`config.mk`:
```
export PLATFORM = sky130hd
export DESIGN_NAME = dfp_addsub
export DESIGN_NICKNAME = d
export VERILOG_FILES = /design/src/rtl/dfp_addsub.sv
export SDC_FILE = /design/constraint.sdc
export NUM_CORES = 1
export LEC_CHECK = 0
export ABC_AREA = 1
export BUFFER_PORTS_ARGS = -buffer_cell sky130_fd_sc_hd__buf_2
export CAP_MARGIN = 20
export CORE_MARGIN = 1.5
export CORE_UTILIZATION = 45
export CTS_BUF_LIST = sky130_fd_sc_hd__clkbuf_4
export CTS_CLUSTER_SIZE = 24
export DETAILED_ROUTE_END_ITERATION = 7
export PLACE_DENSITY = 0.66
export SLEW_MARGIN = 10
export SYNTH_ARGS = -nofsm -noshare
export SYNTH_HDL_FRONTEND = slang
export SYNTH_SLANG_ARGS = --single-unit
```
`constraint.sdc`:
```
create_clock -name clk -period 19.5 [get_ports clk]
set_input_delay 0.975 -clock clk [delete_from_list [all_inputs] [get_ports clk]]
set_output_delay 0.975 -clock clk [all_outputs]
set_load 0.01 [all_outputs]
```
`src/rtl/dfp_addsub.sv`:
```
module dfp_addsub #(
  parameter int ND = 8
) (
  input  logic              clk,
  input  logic              rst_n,
  input  logic              start,
  input  logic              sub,
  input  logic [4*ND+8:0]   op_a,
  input  logic [4*ND+8:0]   op_b,
  output logic              busy,
  output logic              done,
  output logic [4*ND+8:0]   result,
  output logic              overflow,
  output logic              underflow
);
  localparam int FW = 4*ND;
  localparam int OW = FW + 9;
  localparam logic [6:0] EMAX = 7'd99;

  typedef enum logic [1:0] {IDLE, ALIGN, ADD, NORM} st_t;
  st_t st;

  logic [FW-1:0] fa, fb;
  logic [6:0]    ea, eb;
  logic          sa, sb, ovf, unf, done_q;

  function automatic logic [FW-1:0] xs3(input logic [FW-1:0] x, input logic enc);
    logic [FW-1:0] y;
    for (int i = 0; i < ND; i++)
      y[4*i +: 4] = enc ? x[4*i +: 4] + 4'd3 : x[4*i +: 4] - 4'd3;
    return y;
  endfunction

  function automatic logic [FW-1:0] nines(input logic [FW-1:0] x);
    logic [FW-1:0] y;
    for (int i = 0; i < ND; i++) y[4*i +: 4] = 4'd9 - x[4*i +: 4];
    return y;
  endfunction

  function automatic logic [FW:0] dadd(input logic [FW-1:0] a, input logic [FW-1:0] b, input logic ci);
    logic [FW-1:0] s;
    logic [4:0]    t;
    logic          c;
    c = ci;
    for (int i = 0; i < ND; i++) begin
      t = {1'b0, a[4*i +: 4]} + {1'b0, b[4*i +: 4]} + {4'd0, c};
      if (t > 5'd9) begin s[4*i +: 4] = 4'(t - 5'd10); c = 1'b1; end
      else          begin s[4*i +: 4] = t[3:0];        c = 1'b0; end
    end
    return {c, s};
  endfunction

  function automatic logic [FW-1:0] tens(input logic [FW-1:0] x);
    logic [FW:0] r;
    r = dadd(nines(x), '0, 1'b1);
    return r[FW-1:0];
  endfunction

  function automatic logic [6:0] edec(input logic [7:0] x);
    return 7'(x[7:4] - 4'd3) * 7'd10 + 7'(x[3:0] - 4'd3);
  endfunction

  function automatic logic [7:0] eenc(input logic [6:0] v);
    logic [6:0] h, l;
    h = v / 7'd10;
    l = v % 7'd10;
    return {h[3:0] + 4'd3, l[3:0] + 4'd3};
  endfunction

  logic          like;
  logic [FW:0]   sum;
  logic [FW-1:0] recomp;

  assign like   = (sa == sb);
  assign sum    = dadd(fa, like ? fb : nines(fb), !like);
  assign recomp = tens(sum[FW-1:0]);

  assign busy      = (st != IDLE);
  assign done      = done_q;
  assign overflow  = ovf;
  assign underflow = unf;
  assign result    = {sa, eenc(ea), xs3(fa, 1'b1)};

  always_ff @(posedge clk) begin
    if (!rst_n) begin
      st <= IDLE;
      fa <= '0; fb <= '0; ea <= '0; eb <= '0;
      sa <= 1'b0; sb <= 1'b0; ovf <= 1'b0; unf <= 1'b0; done_q <= 1'b0;
    end else begin
      done_q <= 1'b0;
      case (st)
        IDLE: if (start) begin
          sa  <= op_a[OW-1];
          sb  <= op_b[OW-1] ^ sub;
          ea  <= edec(op_a[FW+7:FW]);
          eb  <= edec(op_b[FW+7:FW]);
          fa  <= xs3(op_a[FW-1:0], 1'b0);
          fb  <= xs3(op_b[FW-1:0], 1'b0);
          ovf <= 1'b0;
          unf <= 1'b0;
          st  <= ALIGN;
        end
        ALIGN: begin
          if (ea < eb)      begin fa <= fa >> 4; ea <= ea + 7'd1; end
          else if (eb < ea) begin fb <= fb >> 4; eb <= eb + 7'd1; end
          else st <= ADD;
        end
        ADD: begin
          if (like) begin
            if (sum[FW]) begin
              fa <= {4'd1, sum[FW-1:4]};
              if (ea == EMAX) ovf <= 1'b1;
              else            ea  <= ea + 7'd1;
            end else fa <= sum[FW-1:0];
          end else if (sum[FW]) begin
            fa <= sum[FW-1:0];
          end else begin
            fa <= recomp;
            sa <= sb;
          end
          st <= NORM;
        end
        NORM: begin
          if (fa == '0) begin
            sa <= 1'b0; ea <= '0; done_q <= 1'b1; st <= IDLE;
          end else if (fa[FW-1 -: 4] == 4'd0) begin
            if (ea == '0) begin
              fa <= '0; sa <= 1'b0; unf <= 1'b1; done_q <= 1'b1; st <= IDLE;
            end else begin
              fa <= fa << 4; ea <= ea - 7'd1;
            end
          end else begin
            done_q <= 1'b1; st <= IDLE;
          end
        end
        default: st <= IDLE;
      endcase
    end
  end

  assert_align_done_R2: assert property (@(posedge clk) disable iff (!rst_n)
    (st == ADD) |-> (ea == eb));
  assert_normalised_R7: assert property (@(posedge clk) disable iff (!rst_n)
    (done && fa != '0) |-> (fa[FW-1 -: 4] != 4'd0));
  assert_zero_positive_R8: assert property (@(posedge clk) disable iff (!rst_n)
    (done && fa == '0) |-> (!sa && ea == '0));
  assert_flags_exclusive_R10: assert property (@(posedge clk) disable iff (!rst_n)
    done |-> !(overflow && underflow));
  assert_underflow_zero_R10: assert property (@(posedge clk) disable iff (!rst_n)
    (done && underflow) |-> (fa == '0));
  assert_done_pulse_R11: assert property (@(posedge clk) disable iff (!rst_n)
    done |=> !done);
  assert_done_idle_R11: assert property (@(posedge clk) disable iff (!rst_n)
    done |-> !busy);
  assert_busy_after_start_R11: assert property (@(posedge clk) disable iff (!rst_n)
    (start && !busy) |=> busy);
endmodule

```
==> results of run 1 <==
per-layer routing:
layer	global-route usage [%]	up-vias	part of all wire, %
li1	-	6122	-
met4	10.5	0	3.1
met3	3.50	65	6.3
met1	36.5	5616	46
met2	43.7	411	44
met5	0	-	0
sequential cells by signal, indices dropped and copies added, names as in the netlist:
name / count
done: 1
ea: 7
eb: 7
fa: 32
fb: 32
overflow: 1
sa: 1
sb: 1
st: 2
underflow: 1
worst max-delay path, delay by kind of cell, from the launching register on:
family                   cells  cell delay [ps]
AO/OA/AOI/OAI                4              440
buffers and inverters        8             1160
XOR/XNOR                     8             1870
flip-flops                   1              410
adder cells (fa/ha/maj)     20             7430
AND/OR/NAND/NOR             38             4060
cells by family after synthesis:
family,Yosys count
AND/OR/NAND/NOR,641
AO/OA/AOI/OAI,435
buffers and inverters,328
adder cells (fa/ha/maj),184
XOR/XNOR,117
flip-flops,85
multiplexers,2
placed cells by master, fill, tap and decap left out, types with 3 or more instances in the layout:
cell type                   netlist  routed
sky130_fd_sc_hd__o22ai_1          5       5
sky130_fd_sc_hd__nand3b_1         6       6
sky130_fd_sc_hd__buf_2            1     130
sky130_fd_sc_hd__a211oi_1        24      24
sky130_fd_sc_hd__a31oi_1         10      10
sky130_fd_sc_hd__fa_1            19      19
sky130_fd_sc_hd__nor3_1           8       8
sky130_fd_sc_hd__o21ai_1          6       6
sky130_fd_sc_hd__clkinv_1         8       8
sky130_fd_sc_hd__nand4_1         13      13
sky130_fd_sc_hd__o211ai_1        32      32
sky130_fd_sc_hd__inv_1          256     256
sky130_fd_sc_hd__dfxtp_1         85      85
sky130_fd_sc_hd__or2_2            7       7
sky130_fd_sc_hd__o21bai_1         5       5
sky130_fd_sc_hd__nand2_2          4       4
sky130_fd_sc_hd__nor2_1          86      86
sky130_fd_sc_hd__nand3_1        104     104
sky130_fd_sc_hd__o21ai_2          3       3
sky130_fd_sc_hd__buf_4            1      14
sky130_fd_sc_hd__o2111ai_1        7       7
sky130_fd_sc_hd__ha_1           165     163
sky130_fd_sc_hd__o21ai_0        141     141
sky130_fd_sc_hd__a221oi_1         6       6
sky130_fd_sc_hd__nand2_1        404     404
sky130_fd_sc_hd__clkbuf_4         0      10
sky130_fd_sc_hd__xor2_1          74      74
sky130_fd_sc_hd__a21oi_1        181     181
sky130_fd_sc_hd__xnor2_1         42      42
cell type report:
cell class / count / share of cell area, %
inverter: 265 / 7.84
clock inverter: 6 / 0.562
timing repair buffer: 145 / 6.18
clock buffer: 10 / 0.592
multi-input combinational: 1379 / 68.1
tap: 330 / 3.26
sequential: 85 / 13.4
antenna: 1 / 0.0197
metrics by stage:
stage	setup WS (ps)	area (µm²)	hold slack (ps)
floorplan	5610	11600	448
finish	4080	12700	497
global placement	4800	12500	466
CTS	4160	12700	494
detailed placement	4200	12500	473
global route	2920	12700	524
path summary, 6_finish.rpt:
| check | endpoint | slack [ps] |
|---|---|---|
| worst max-delay path | fa[29] | 4080 |
| worst max register to register | fa[29] | 4080 |
| worst min register to register | fb[2] | 500 |
| worst min-delay path | fb[2] | 500 |
==> qor.yml, run 1 <==
logic_synthesis:
  synth-main-ff-cell: "sky130_fd_sc_hd__dfxtp_1"
  synth_seq_cells: 85
  post_synth_and_or_nand_nor_area_fraction_pct: 23.1
  area_share_of_the_largest_cell_type_after_synthesis_pct: 17.8
  synth_edf_count: 0
  netlist.top_cell.by_area: "sky130_fd_sc_hd__ha_1"
  synth.distinct_cells: 49
  synth-async-reset-ratio_pct: 0
  syn_avg_cell_area_um2: 6.46
  yosysSeqAreaShare_pct: 14.7
  post_synth_xor_area_fraction_pct: 8.92
  syn_nets: 2062
  synth_compound_gate_area_share_pct: 21.3
  post_synth_main_area_contributors: "sky130_fd_sc_hd__ha_1 18%, sky130_fd_sc_hd__dfxtp_1 15%, sky130_fd_sc_hd__nand2_1 13%"
  synth_adder_area_share_pct: 21.1
  synth-warning-count: 0
  largest_family_of_logic_cells_by_synthesized_area: "simple AND/OR/NAND/NOR gates"
  postSynthCellCount: 1792
  post_synth_mux_area_share_pct: 0.195
  mappedNetlistArea_um2: 11600
  yosys-top-cells-count: "404 x sky130_fd_sc_hd__nand2_1, 256 x sky130_fd_sc_hd__inv_1, 181 x sky130_fd_sc_hd__a21oi_1"
  most_common_cell_in_the_synthesized_netlist: "sky130_fd_sc_hd__nand2_1"
floorplan:
  floorplan.rows: 58
  floorplan.core_area_um2: 25200
  initial_standard_cell_utilization_of_the_core_pct: 46.0
  die_width_um: 163
  fp.dieArea_um2: 26700
  chipHeight_um: 163
  floorplan.io_pins: 131
critical_path:
  rr_startpoint: "sb"
  timing.critical_path.to_type: "register"
  reg2regPathDepth: 78
  worstSetupStartpointType: "register"
  cpMaxStageDelayCell: "sky130_fd_sc_hd__inv_2"
  cpPeakStageDelay_ps: 610
  worstSetupPathType: "reg2reg"
  startpoint: "sb"
  crit_top_cell: "sky130_fd_sc_hd__nand2_1"
  worst-path-max-fanout: 45
  signal_arrival_time_at_the_worst_endpoint_ps: 15810
  required_time_reported_for_the_critical_path_endpoint_ps: 19900
sta:
  worst-slew-pin-transition_ps: 845
  grt_setup_unrepaired: "no"
  setup-tns-final_ps: 0
  total_count_of_hold_check_failures_in_the_final_report: 0
  setup_viol: 0
  max_freq_ghz: 0.0649
  timing.final.crit_share_pct: 79.1
  finalMaxSlewViolations: 0
  slew_headroom_pct: 43.6
  period_needed_ps: 15420
  finalClockSkew_ps: 26.1
route:
  detail_route.vias_per_cell: 5.50
  drc: 0
  wl_per_cell_um: 16.2
  drt-initial-drc-count: 1013
  drt_wl_total_um: 36000
  detailroute.via_count: 12200
  remaining_antenna_violation_count: 0
  drt_pre_antenna_iters: 6
clocking:
  clock_insertion_delay_worst_skew_ps: 500
  tritoncts.num_buffers: 9
  cts.hold.buffers_added: 0
  clockRootBuffer: "sky130_fd_sc_hd__clkbuf_4"
  cts.sinks: 85
  clk_transition_reported_paths_ps: 170
  tritoncts: "yes"
  postCtsSetupBuffers: 0
  h-tree-depth: 3
  clockBufferDepth: 2
  ctsResizeCount: 0
final_layout:
  multi_input_comb_area_um2: 8640
  finalCoreUtilization_pct: 50.4
  sequential_cell_area_um2: 1700
  fillCellCount: 2625
  finalNetCount: 2155
  layout-area-overhead-vs-synth_pct: 9.58
  layout_cells_excl_fill: 2221
  drive_gt1_share_pct: 9.95
global_routing:
  pin_count_of_the_biggest_net_entering_global_routing: 69
  grtUsageTotal_pct: 27.1
  number_of_global_route_vias_before_repair: 11400
  grt.overflow.total: 0
  antenna_found_initial: 1
  wire_length_of_the_first_global_routing_pass_um: 57200
place:
  hpwl_um: 27400
  placed_cells_incl_taps: 2203
  io_buffers: 130
  gp_routability_congestion: 0.893
status:
  run_status: "completed"
hold_path:
  min_delay_path_depth: 2
  hold_path_class: "reg2reg"
  start_point_of_the_worst_min_delay_path: "fb[2]"
job:
  max_cap_violations: 0
Power of run 1 is left out: the tool's default activity adds up to more than one toggle a clock period on the data nets, which glitch-free logic cannot reach.
==> run 2, diff against run 1 <==
PLACE_DENSITY = 0.68   (was 0.66)
clock period = 13.65 ns   (was 19.5 ns; I/O delays follow)
==> run 2 against run 1 <==
Core utilization grew 3.4 points. Critical endpoint unchanged. Fmax grew 18%. Final area increased by 6.7%. Via count increased by 2.4%. Routed wire length grew 3.3%. Register-to-register slack got worse by 3500 ps. Critical path type unchanged.
==> qor.yml, run 2 (synthesis gave the netlist of run 1 again) <==
status:
  run_status: "completed"
critical_path:
  rr_startpoint: "fb[1]"
  worstSetupPathType: "reg2reg"
  worstReg2RegEnd: "fa[29]"
  signal_arrival_time_at_the_worst_endpoint_ps: 13530  # -2280 ps
  cpMaxStageDelayCell: "sky130_fd_sc_hd__fa_2"
  worstSetupStartpointType: "register"
  cpPeakStageDelay_ps: 400  # -210 ps
  required_time_reported_for_the_critical_path_endpoint_ps: 14080  # -5820 ps
  reg2reg_setup_slack_ps: 550  # -3530 ps
  timing.critical_path.to_type: "register"
  crit_top_cell: "sky130_fd_sc_hd__fa_2"
  critPathTopFamily: "adder cells"
  startpoint: "fb[1]"
  worst-path-buf-inv: 8  # unchanged
  timing.critical_path.depth: 76  # -2.6%
  reg2regPathDepth: 76  # -2.6%
  setup.worst_path.end: "fa[29]"
  worst-path-max-fanout: 4  # -91%
sta:
  max_freq_ghz: 0.0764  # +18%
  setup_viol: 0  # unchanged
  setup-tns-final_ps: 0  # unchanged
  period_needed_ps: 13100  # -2320 ps
  finalClockSkew_ps: 29.2  # +3.10 ps
  worst-slew-pin-transition_ps: 759  # -86.2 ps
  finalMaxSlewViolations: 0  # unchanged
  total_count_of_hold_check_failures_in_the_final_report: 0  # unchanged
  final.hold.worst_slack_ps: 473  # -24.6 ps
  slew_headroom_pct: 49.4  # +5.8 points
  timing.final.crit_share_pct: 95.9  # +17 points
global_routing:
  wire_length_of_the_first_global_routing_pass_um: 57400  # +0.28%
  grt.overflow.total: 0  # unchanged
  number_of_global_route_vias_before_repair: 11400  # -0.053%
  pin_count_of_the_biggest_net_entering_global_routing: 71  # +2.9%
  grtUsageTotal_pct: 27.2  # +0.15 points
  antenna_found_initial: 1  # unchanged
route:
  remaining_antenna_violation_count: 0  # unchanged
  drt-initial-drc-count: 863  # -15%
  detail_route.vias_per_cell: 5.49  # -0.11%
  drt_wl_total_um: 37200  # +3.3%
  wl_per_cell_um: 16.3  # +0.80%
  drt_pre_antenna_iters: 5  # -1
  drc: 0  # unchanged
  detailroute.via_count: 12500  # +2.4%
place:
  hpwl_um: 27300  # -0.37%
  io_buffers: 130  # unchanged
  gp_routability_congestion: 0.915  # +2.6%
  placed_cells_incl_taps: 2231  # +1.3%
clocking:
  clockBufferDepth: 2  # unchanged
  h-tree-depth: 3  # unchanged
  tritoncts: "yes"
  clockRootBuffer: "sky130_fd_sc_hd__clkbuf_4"
  cts.sinks: 85  # unchanged
  clock_insertion_delay_worst_skew_ps: 510  # about the same
  clk_transition_reported_paths_ps: 180  # about the same
  tritoncts.num_buffers: 9  # unchanged
final_layout:
  finalCoreUtilization_pct: 53.7  # +3.4 points
  finalNetCount: 2210  # +2.6%
  layout-area-overhead-vs-synth_pct: 17.0
  largest_regs: "fa x32, fb x32"
  drive_gt1_share_pct: 17.1  # +7.2 points
  layout_cells_excl_fill: 2276  # +2.5%
  final_cell_mix: "386 x sky130_fd_sc_hd__nand2_1, 249 x sky130_fd_sc_hd__inv_1, 175 x sky130_fd_sc_hd__a21oi_1, 148 x sky130_fd_sc_hd__ha_1, 136 x sky130_fd_sc_hd__o21ai_0"
  fillCellCount: 2483  # -5.4%
  most_common_cell_after_layout_fill_and_taps_aside: "sky130_fd_sc_hd__nand2_1"
floorplan:
  floorplan.rows: 58  # unchanged
  initial_standard_cell_utilization_of_the_core_pct: 46.0  # unchanged
  floorplan.core_area_um2: 25200  # unchanged
  die_width_um: 163  # unchanged
  floorplan.io_pins: 131  # unchanged
  fp.dieArea_um2: 26700  # unchanged
  chipHeight_um: 163  # unchanged
job:
  max_cap_violations: 0  # unchanged
hold_path:
  hold_path_class: "in2reg"
==> run 2: worst reg2reg max path, delay by kind of cell, from the launching register on <==
kind	cells	cell delay, ps
AO/OA/AOI/OAI	5	600
flip-flops	1	360
AND/OR/NAND/NOR	34	3040
XOR/XNOR	8	1420
buffers and inverters	8	530
adder cells (fa/ha/maj)	21	7050
==> run 2: routing by layer <==
metal  GRT usage, %  share of wire [%]  vias to the layer above
met5              0                  0                        -
met4           9.67                2.7                        0
met3           4.06                7.2                       72
met2           44.1                 45                      438
met1           36.5                 45                     5762
li1               -                  -                     6231
==> run 2: metrics by stage <==
stage	setup slack [ps]	instance area, µm²
2_1_floorplan	0.704	11600
3_3_place_gp	51.5	12700
3_5_place_dp	-389	12700
4_1_cts	52.8	12900
5_1_grt	-187	13500
6_report	555	13500
==> run 2: final cells by class <==
class                      instances  area (µm²)  share of cell area [%]
clock buffer                      10        75.1                   0.555
multi-input combinational       1379        9110                    67.3
antenna                            1        2.50                  0.0185
inverter                         265         995                    7.35
clock inverter                     6        47.5                   0.351
timing repair buffer             200        1190                    8.77
tap                              330         413                    3.05
sequential                        85        1710                    12.6
==> run 2: worst min-delay path by stage <==
stage	slack, ps	from	cells after the start	end
2_1_floorplan	450	fb[2]	2	fb[2]
3_3_place_gp	460	fb[2]	2	fb[2]
3_5_place_dp	480	fb[11]	2	fb[11]
4_1_cts	450	op_b[0]	4	fb[0]
5_1_grt	470	op_b[0]	4	fb[0]
6_report	470	op_b[4]	4	fb[4]
==> run 2: what timing repair did <==
item,4_1_cts,5_1_grt
pin swaps,5,43
setup buffers,5,22
hold buffers,0,0
setup endpoints to repair,3,41
resized for setup,15,100
Power of run 2 is left out for the same reason.
==> run 3, diff against run 2 <==
CORE_UTILIZATION = 40   (was 45)
PLACE_DENSITY = 0.62   (was 0.68)
==> run 3 against run 2 <==
Via count is 0.83% lower. Register-to-register slack better by 50 ps. Core utilization is 6.2 points lower. Global-route usage is 2.5 points lower. Final area is 0.55% higher. Routed wire length is 2.5% higher. Non-clock buffer count is 2 higher. First-iteration DRC count is 16% higher. Setup slack better by 48 ps. Sequential cell count stayed put. Critical path depth is 2 higher. Die area is 12% higher. Critical endpoint is now fa[31].
==> qor.yml, run 3 (synthesis gave the netlist of run 1 again) <==
clocking:
  clockRootBuffer: "sky130_fd_sc_hd__clkbuf_4"
  tritoncts: "yes"
  cts.sinks: 85  # unchanged
  clockBufferDepth: 2  # unchanged
  tritoncts.num_buffers: 9  # unchanged
  h-tree-depth: 3  # unchanged
  clock_insertion_delay_worst_skew_ps: 510  # about the same
  clk_transition_reported_paths_ps: 210  # +30 ps
  cts.hold.buffers_added: 0  # unchanged
critical_path:
  timing.critical_path.to_type: "register"
  worst-path-buf-inv: 9  # +1
  cpMaxStageDelayCell: "sky130_fd_sc_hd__fa_2"
  rr_startpoint: "fb[2]"
  critPathTopFamily: "adder cells"
  worstSetupStartpointType: "register"
  required_time_reported_for_the_critical_path_endpoint_ps: 14090  # about the same
  cpPeakStageDelay_ps: 590  # +190 ps
  worst-path-max-fanout: 4  # unchanged
  timing.critical_path.depth: 78  # +2.6%
  worstReg2RegEnd: "fa[31]"
  startpoint: "fb[2]"
  reg2reg_setup_slack_ps: 600  # +50 ps
  worstSetupPathType: "reg2reg"
  reg2regPathDepth: 78  # +2.6%
  signal_arrival_time_at_the_worst_endpoint_ps: 13480  # -50 ps
  setup.worst_path.end: "fa[31]"
final_layout:
  drive_gt1_share_pct: 16.9  # -0.17 points
  largest_regs: "fa x32, fb x32"
  layout_cells_excl_fill: 2333  # +2.5%
  final_cell_mix: "386 x sky130_fd_sc_hd__nand2_1, 249 x sky130_fd_sc_hd__inv_1, 179 x sky130_fd_sc_hd__a21oi_1, 147 x sky130_fd_sc_hd__ha_1, 137 x sky130_fd_sc_hd__o21ai_0"
  finalNetCount: 2212  # +0.090%
  most_common_cell_after_layout_fill_and_taps_aside: "sky130_fd_sc_hd__nand2_1"
  layout-area-overhead-vs-synth_pct: 17.6
place:
  gp_routability_congestion: 0.918  # +0.25%
  hpwl_um: 28000  # +2.7%
  placed_cells_incl_taps: 2287  # +2.5%
  io_buffers: 130  # unchanged
route:
  wl_per_cell_um: 16.3  # about the same
  detail_route.vias_per_cell: 5.31  # -3.3%
  drt_wl_total_um: 38100  # +2.5%
  drt_pre_antenna_iters: 5  # unchanged
  detailroute.via_count: 12400  # -0.83%
  drc: 0  # unchanged
  remaining_antenna_violation_count: 0  # unchanged
  drt-initial-drc-count: 997  # +16%
sta:
  max_freq_ghz: 0.0766  # +0.37%
  finalClockSkew_ps: 60.5  # +31.3 ps
  timing.final.crit_share_pct: 95.6  # -0.35 points
  slew_headroom_pct: 46.4  # -3.1 points
  total_count_of_hold_check_failures_in_the_final_report: 0  # unchanged
  finalMaxSlewViolations: 0  # unchanged
  setup_viol: 0  # unchanged
  worst-slew-pin-transition_ps: 805  # +45.8 ps
  period_needed_ps: 13050  # -48.0 ps
hold_path:
  hold_path_class: "in2reg"
  min_delay_path_depth: 4  # unchanged
floorplan:
  floorplan.core_area_um2: 28600  # +14%
  initial_standard_cell_utilization_of_the_core_pct: 40.4  # -5.5 points
  chipHeight_um: 173  # +6.0%
  floorplan.io_pins: 131  # unchanged
  fp.dieArea_um2: 30000  # +12%
  die_width_um: 173  # +6.0%
  floorplan.rows: 62  # +6.9%
global_routing:
  grt.overflow.total: 0  # unchanged
  antenna_found_initial: 1  # unchanged
  grtUsageTotal_pct: 24.7  # -2.5 points
  pin_count_of_the_biggest_net_entering_global_routing: 71  # unchanged
  wire_length_of_the_first_global_routing_pass_um: 59300  # +3.4%
  number_of_global_route_vias_before_repair: 11300  # -0.23%
job:
  max_cap_violations: 0  # unchanged
status:
  run_status: "completed"
[run 3: cell count changes in the layout (fill, tap and decap cells not counted), moves of 2 or more]
cell                       change
sky130_fd_sc_hd__nand2_4       -2
sky130_fd_sc_hd__ha_2          -2
sky130_fd_sc_hd__xor2_2        -2
sky130_fd_sc_hd__xor2_1        +2
sky130_fd_sc_hd__ha_4          +3
sky130_fd_sc_hd__a21oi_2       -4
sky130_fd_sc_hd__a21oi_1       +4
sky130_fd_sc_hd__buf_6         +3
sky130_fd_sc_hd__o21ai_1       -2
sky130_fd_sc_hd__nand2_2       +2
sky130_fd_sc_hd__clkinv_4      -2
[run 3: what timing repair did]
action / 4_1_cts / 5_1_grt
setup buffers: 1 / 27
setup endpoints to repair: 3 / 33
pin swaps: 5 / 47
resized for setup: 17 / 92
[run 3: worst min-delay path by stage]
| stage | slack (ps) | startpoint | to |
|---|---|---|---|
| 2_1_floorplan | 450 | fb[2] | fb[2] |
| 3_3_place_gp | 460 | fb[2] | fb[2] |
| 3_5_place_dp | 480 | fb[11] | fb[11] |
| 4_1_cts | 480 | op_a[7] | fa[7] |
| 5_1_grt | 520 | op_a[31] | fa[31] |
| 6_report | 500 | op_a[7] | fa[7] |
[run 3: worst min-delay path, stage by stage]
cell                      delay (ps)
sky130_fd_sc_hd__buf_2            90
sky130_fd_sc_hd__a21oi_1          50
sky130_fd_sc_hd__nor2_1           90
sky130_fd_sc_hd__a21oi_1          70
[run 3: layout make-up]
class / instances / area (µm²)
Tap cell: 384 / 480
Inverter: 265 / 995
Clock inverter: 6 / 46.3
Timing Repair Buffer: 202 / 1210
Sequential cell: 85 / 1700
Multi-Input combinational cell: 1379 / 9100
Clock buffer: 10 / 75.1
Antenna cell: 2 / 5.00
Fill cell: 2976 / 15000
[run 3: layer usage]
metal | global-route usage [%] | routed length, µm
met5 | 0 | 0
met3 | 3.56 | 2330
met4 | 8.30 | 1230
met2 | 39.7 | 16800
met1 | 33.8 | 17800
[run 3: through the flow]
stage / worst slack, ps / setup TNS (ps) / instance area [µm²] / util, % / hold WS, ps
finish: 603 / 0 / 13600 / 47.5 / 498
global route: -128 / -248 / 13600 / 47.5 / 518
CTS: 44.7 / 0 / 13000 / 45.4 / 483
detailed placement: -332 / -868 / 12800 / 44.7 / 480
global placement: 118 / 0 / 12800 / 44.7 / 464
floorplan: 0.704 / 0 / 11600 / - / 448
Power of run 3 is left out for the same reason.
